`src/rtl/fc_pkg.sv`:
```
package fc_pkg;

  // number of set bits in a vector of up to 32 bits
  function automatic int unsigned pop_count(input logic [31:0] v);
    int unsigned n;
    n = 0;
    for (int i = 0; i < 32; i++) n += int'(v[i]);
    return n;
  endfunction

  // add with a ceiling instead of wrap-around
  function automatic int unsigned sat_add(input int unsigned a,
                                          input int unsigned b,
                                          input int unsigned ceil);
    int unsigned s;
    s = a + b;
    return (s > ceil) ? ceil : s;
  endfunction

endpackage

```
`src/rtl/fc_event_merge.sv`:
```
module fc_event_merge #(
  parameter int N_RAILS = 4,
  parameter int IDX_W   = 2,
  parameter int MEM_IDX = 0,
  parameter logic [N_RAILS-1:0][IDX_W-1:0] FEED_SRC = '0,
  parameter int EVW     = 3
) (
  input  logic [N_RAILS-1:0] uv_pulse,
  input  logic               oc_mem_pulse,
  input  logic               ov_mem_pulse,
  input  logic               ov_term_pulse,
  input  logic [N_RAILS-1:0] rail_off,
  input  logic               soft_off,
  output logic [N_RAILS-1:0] rail_hit,
  output logic               ov_hit,
  output logic               any_event,
  output logic [EVW-1:0]     ev_count
);
  import fc_pkg::*;

  for (genvar i = 0; i < N_RAILS; i++) begin : g_rail
    logic direct;
    logic cascade;
    if (i == MEM_IDX) begin : g_mem
      assign direct = uv_pulse[i] | oc_mem_pulse;
    end else begin : g_plain
      assign direct = uv_pulse[i];
    end
    if (FEED_SRC[i] != IDX_W'(i)) begin : g_fed
      assign cascade = rail_off[FEED_SRC[i]];
    end else begin : g_root
      assign cascade = 1'b0;
    end
    assign rail_hit[i] = (direct | cascade) & ~rail_off[i] & ~soft_off;
  end

  logic [1:0] ov_vec;
  assign ov_vec    = {ov_term_pulse, ov_mem_pulse} & {2{~soft_off}};
  assign ov_hit    = |ov_vec;
  assign any_event = ov_hit | (|rail_hit);
  assign ev_count  = EVW'(pop_count(32'(rail_hit)) + pop_count(32'(ov_vec)));

endmodule

```
`src/rtl/fc_quiet_timer.sv`:
```
module fc_quiet_timer #(
  parameter int QUIET_LIMIT = 16384,
  parameter int QW          = $clog2(QUIET_LIMIT + 1)
) (
  input  logic clk,
  input  logic rst_n,
  input  logic restart,
  output logic expire
);
  localparam logic [QW-1:0] LIMIT_V = QW'(QUIET_LIMIT);
  localparam logic [QW-1:0] LAST_V  = QW'(QUIET_LIMIT - 1);

  logic [QW-1:0] quiet_q;

  assign expire = !restart && (quiet_q == LAST_V);

  always_ff @(posedge clk or negedge rst_n) begin
    if (!rst_n)                quiet_q <= '0;
    else if (restart)          quiet_q <= '0;
    else if (quiet_q < LIMIT_V) quiet_q <= quiet_q + 1'b1;
  end

endmodule

```
`src/rtl/fc_tally.sv`:
```
module fc_tally #(
  parameter int CNT_W = 3,
  parameter int EVW   = 3
) (
  input  logic             clk,
  input  logic             rst_n,
  input  logic             clear_all,
  input  logic             expire,
  input  logic [EVW-1:0]   ev_count,
  output logic [CNT_W-1:0] tally,
  output logic [CNT_W-1:0] tally_nxt
);
  import fc_pkg::*;
  localparam int unsigned CEIL = (1 << CNT_W) - 1;

  always_comb begin
    if (clear_all || expire) tally_nxt = '0;
    else tally_nxt = CNT_W'(sat_add(int'(tally), int'(ev_count), CEIL));
  end

  always_ff @(posedge clk or negedge rst_n) begin
    if (!rst_n) tally <= '0;
    else        tally <= tally_nxt;
  end

endmodule

```
`src/rtl/fc_fault_tally.sv`:
```
module fc_fault_tally #(
  parameter int N_RAILS     = 4,
  parameter int CNT_W       = 3,
  parameter int QUIET_LIMIT = 16384,
  parameter int TRIP_COUNT  = 4,
  parameter int MEM_IDX     = 0,
  parameter int IDX_W       = (N_RAILS > 1) ? $clog2(N_RAILS) : 1,
  parameter logic [N_RAILS-1:0][IDX_W-1:0] FEED_SRC = {2'd2, 2'd2, 2'd0, 2'd0}
) (
  input  logic               clk,
  input  logic               rst_n,
  input  logic [N_RAILS-1:0] uv_pulse,
  input  logic               oc_mem_pulse,
  input  logic               ov_mem_pulse,
  input  logic               ov_term_pulse,
  input  logic               restart_active,
  input  logic               soft_off,
  output logic [N_RAILS-1:0] rail_off,
  output logic               shutdown,
  output logic [CNT_W-1:0]   fault_count
);
  localparam int EVW = $clog2(N_RAILS + 3);
  localparam logic [CNT_W-1:0] TRIP_V = CNT_W'(TRIP_COUNT);

  logic [N_RAILS-1:0] rail_hit;
  logic               ov_hit;
  logic               any_event;
  logic [EVW-1:0]     ev_count;
  logic               expire;
  logic [CNT_W-1:0]   tally_nxt;
  logic               trip_hit;
  logic               leave_soft_off;
  logic               soft_off_q;
  logic [N_RAILS-1:0] rail_off_q;
  logic               shutdown_q;

  fc_event_merge #(
    .N_RAILS(N_RAILS), .IDX_W(IDX_W), .MEM_IDX(MEM_IDX),
    .FEED_SRC(FEED_SRC), .EVW(EVW)
  ) i_merge (
    .uv_pulse(uv_pulse), .oc_mem_pulse(oc_mem_pulse),
    .ov_mem_pulse(ov_mem_pulse), .ov_term_pulse(ov_term_pulse),
    .rail_off(rail_off_q), .soft_off(soft_off),
    .rail_hit(rail_hit), .ov_hit(ov_hit),
    .any_event(any_event), .ev_count(ev_count)
  );

  fc_quiet_timer #(.QUIET_LIMIT(QUIET_LIMIT)) i_quiet (
    .clk(clk), .rst_n(rst_n),
    .restart(any_event | soft_off),
    .expire(expire)
  );

  fc_tally #(.CNT_W(CNT_W), .EVW(EVW)) i_tally (
    .clk(clk), .rst_n(rst_n),
    .clear_all(soft_off), .expire(expire), .ev_count(ev_count),
    .tally(fault_count), .tally_nxt(tally_nxt)
  );

  assign trip_hit       = restart_active && !soft_off && (tally_nxt >= TRIP_V);
  assign leave_soft_off = soft_off_q && !soft_off;

  always_ff @(posedge clk or negedge rst_n) begin
    if (!rst_n) begin
      rail_off_q <= '0;
      soft_off_q <= 1'b0;
      shutdown_q <= 1'b0;
    end else begin
      soft_off_q <= soft_off;
      rail_off_q <= soft_off ? '0 : (rail_off_q | rail_hit);
      if (ov_hit || trip_hit) shutdown_q <= 1'b1;
      else if (leave_soft_off) shutdown_q <= 1'b0;
    end
  end

  assign rail_off = rail_off_q;
  assign shutdown = shutdown_q;

endmodule

```
`config.mk`:
```
export PLATFORM = sky130hd
export DESIGN_NAME = fc_fault_tally
export DESIGN_NICKNAME = d
export VERILOG_FILES = /design/src/rtl/fc_pkg.sv /design/src/rtl/fc_event_merge.sv /design/src/rtl/fc_quiet_timer.sv /design/src/rtl/fc_tally.sv /design/src/rtl/fc_fault_tally.sv
export SDC_FILE = /design/constraint.sdc
export NUM_CORES = 1
export LEC_CHECK = 0
export BUFFER_PORTS_ARGS = -buffer_cell sky130_fd_sc_hd__buf_2
export CAP_MARGIN = 30
export CORE_ASPECT_RATIO = 1.2
export CORE_UTILIZATION = 25
export CTS_CLUSTER_DIAMETER = 100
export DETAILED_ROUTE_END_ITERATION = 7
export PLACE_DENSITY_LB_ADDON = 0.3
export SLEW_MARGIN = 30
export SYNTH_ARGS = -nofsm -noshare
export SYNTH_HDL_FRONTEND = slang
export SYNTH_SLANG_ARGS = --single-unit
```
`constraint.sdc`:
```
create_clock -name clk -period 3.9 [get_ports clk]
set_clock_uncertainty 0.15 [all_clocks]
set_input_delay 0.78 -clock clk [delete_from_list [all_inputs] [get_ports clk]]
set_output_delay 0.78 -clock clk [all_outputs]
set_load 0.01 [all_outputs]
```
==> metrics.md <==
| Metric | Value |
|---|---|
| Worst slew pin tran | 0.6093 ns |
| Ant. Diodes | 0 |
| Crit-path leading delay family | adder cells |
| Initial antenna violation count | 0 |
| Post-synth EDFFs | 0 |
| Violated checks | design-rule violations |
| Antenna Violating Nets Remaining | 0 |
| Std cell rows | 29 |
| Final nets | 174 |
| Peak VDD IR | 0.2476 mV |
| CP max-delay cell | fa_1 |
| Crit path DAT | 3.71 ns |
| Synth top area cells | dfrtp_1 (42%), nor2_4 (7.8%), xnor2_1 (6.1%) |
| Reg2Reg Depth | 9 |
| Final Setup Violations | 0 |
| Die Span Y | 85.25 um |
| CTS sink cnt | 24 |
| IO Count | 19 |
| Top-count cell post-synth | dfrtp_1 |
| Post-DP HPWL | 1926 um |
| CTS tree | built |
| DR iter-0 viols | 51 |
| Worst hold-check path type | primary input to asynchronous set/reset pin |
| Core area | 5406 um2 |
| P_leak | 0.6954 nW |
| Pins Over Slew Limit | 0 |
| CP max stage delay | 0.51 ns |
| Root Driver | clkbuf_8 |
| Hold Buf Count CTS | 0 |
| Max clock buf depth | 2 |
| Async SR Flop Fraction | 1.000 |
| Final period util | 0.9460 |
| Number of max-cap violations | 0 |
| Die width | 71.38 um |
| Cells after DPL | 211 |
| Maximum clock rate | 271.0 MHz |
| Final GP Congestion | 0.7185 |
| Ys flop type | dfrtp_1 |
| Initial Util | 0.2671 |
| Post-synth top area share | 0.4159 |
| Syn nets | 151 |
| Yosys Warn Count | 0 |
| CP Buf/Inv Count | 1 |
| Synthesized area | 1444 um2 |
| GRT Total Usage | 0.09626 |
| Die ar. | 6085 um2 |
| Cells after Synth | 131 |
| Top post-synthesis cells by count | dfrtp_1 (24), nor2_1 (18), nor2_4 (10), xnor2_1 (10) |
| Reg2Reg Launch Point | rail_off[0]$_DFF_PN0_ |
| First-pass GRT wire length | 4643 um |
| Vias in the first global route | 1015 |
| CP Max Fanout | 5 |
| Count of cell types in the netlist | 34 |
| Relative slew slack | 0.5938 |
| Outcome | finished, violations left |
| CTS resizes | 0 |
| Type of origin of the critical path | primary input |
| WP data required | 3.92 ns |
| Critical path's most frequent cell | fa_1 |
| RR Endpoint | shutdown$_DFFE_PN0P_ |
| Worst setup EP type | flip-flop |
| Maximum number of pins on one net before global-route repair | 25 |
| Post-layout util | 0.3059 |
| Final min period | 3.690 ns |
| WS Path Type | primary input to flip-flop |
| Reg clk slew, reported paths | 0.09 ns |
| Syn Area/Cell | 11.02 um2 |
| Post-CTS setup buffer count | 0 |
| Reg2Reg Setup Slack | 0.37 ns |
| Routed wire length | 2558 um |
| Clock latency at the later pin of the worst-skew pair | 0.26 ns |
| RSZ-0062 raised after global routing | false |
| Layout cells sized above 1 | 0.2745 |
| Routed vias | 960 |
| Non-Filler Instances | 215 |
| Port Buf Inserts | 18 |
| Layout area overhead | 14.56% |
| Area leader, netlist | dfrtp_1 |
| Part of the Yosys area used for sequential elements | 0.4159 |
| Hold Fails Final Rpt | 0 |
| Vias per cell | 4.465 |
| Power Density | 366.3 nW/um2 |
| #FFs+latches synth | 24 |
| Grt ovf | 0 |
| DRT Pass-1 Iters | 6 |
| Worst path cell trace | buf_2, or3_1, fa_1, fa_1, fa_1, fa_1, xor2_1, and3_1, o311ai_1 |
| CTS Buf Count | 3 |
| Remaining DRCs | 1 |
| Avg WL per Cell | 11.90 um |
| H-tree depth | 1 |
==> per-stage QoR <==
step	hold slack [ns]	worst slack (ns)	power, mW	cell area, um2	TNS, ns
6_report	0.3480	0.2105	0.6058	1654	0
5_1_grt	0.3882	0.06604	0.6502	1654	0
4_1_cts	0.3667	0.2083	0.6172	1654	0
3_5_place_dp	0.3751	-0.07518	0.4424	1599	-0.07518
3_3_place_gp	0.3764	-0.0001992	0.4383	1599	-0.0001992
2_1_floorplan	0.3344	0.1143	0.3894	1444	0
==> power breakdown <==
part	switching (mW)	total, mW	leakage (nW)	internal, mW
clock network	0.0794	0.169	0.0288	0.0901
logic	0.0854	0.155	0.347	0.0699
registers	0.0133	0.281	0.319	0.268
==> cell usage in the layout (no fill, tap or decap) <==
master	synthesis	final
dfrtp_1	24	24
nor2_1	18	18
buf_2	0	18
xnor2_1	10	10
nor2_4	10	10
inv_1	8	8
nor3_1	8	8
ha_1	5	5
nand2b_1	4	4
or3_1	4	4
xor2_1	4	4
fa_1	4	4
clkbuf_8	0	4
nand2_1	3	3
nand3_1	3	3
nor4_1	3	3
buf_4	0	3
nand4_1	2	2
nand3b_1	2	2
a211oi_1	2	2
or2b_2	1	1
or2_2	1	1
nand3b_4	1	1
o22ai_1	1	1
nand4_2	1	1
nand4b_4	1	1
nor4_2	1	1
nor4b_4	1	1
a21oi_1	1	1
and3_1	1	1
and2_1	1	1
o21ai_0	1	1
o311ai_1	1	1
mux2i_1	1	1
==> metal layers <==
layer | share of wire | track usage
met1 | 0.48 | 0.1285
met2 | 0.48 | 0.1567
met3 | 0.032 | 0.01663
met4 | 0.0043 | 0.03273
met5 | 0 | 0
==> registers in the layout, indices dropped and copies added (netlist names) <==
name	flops
i_quiet.quiet_q	15
i_tally.tally	3
rail_off	4
shutdown	1
soft_off_q	1
==> cell families after synthesis <==
family,after synthesis,synth area share
compound gates,6,0.02772
xor+xnor,14,0.08492
fa+ha+maj,9,0.09879
buf+inv,11,0.04506
flops,24,0.4159
mux,1,0.006933
simple gates,66,0.3206
==> how the worst max path moves through the flow <==
stage | startpoint | endpoint | slack (ns) | cells after the start
floorplan | soft_off | shutdown$_DFFE_PN0P_ | 0.11 | 9
finish | soft_off | shutdown$_DFFE_PN0P_ | 0.21 | 9
CTS | soft_off | shutdown$_DFFE_PN0P_ | 0.21 | 9
global route | soft_off | shutdown$_DFFE_PN0P_ | 0.07 | 9
detailed placement | soft_off | shutdown$_DFFE_PN0P_ | -0.08 | 9
global placement | soft_off | shutdown$_DFFE_PN0P_ | -0.0002 | 9
==> final cells by class <==
type                            count  area [um2]
Tap cell                           62       77.57
Timing Repair Buffer               21       112.6
Inverter                            8       30.03
Clock buffer                        4       55.05
Fill cell                         555        3752
Sequential cell                    24       600.6
Multi-Input combinational cell     96       778.2
No activity file was read; power rests on OpenSTA's default activity.
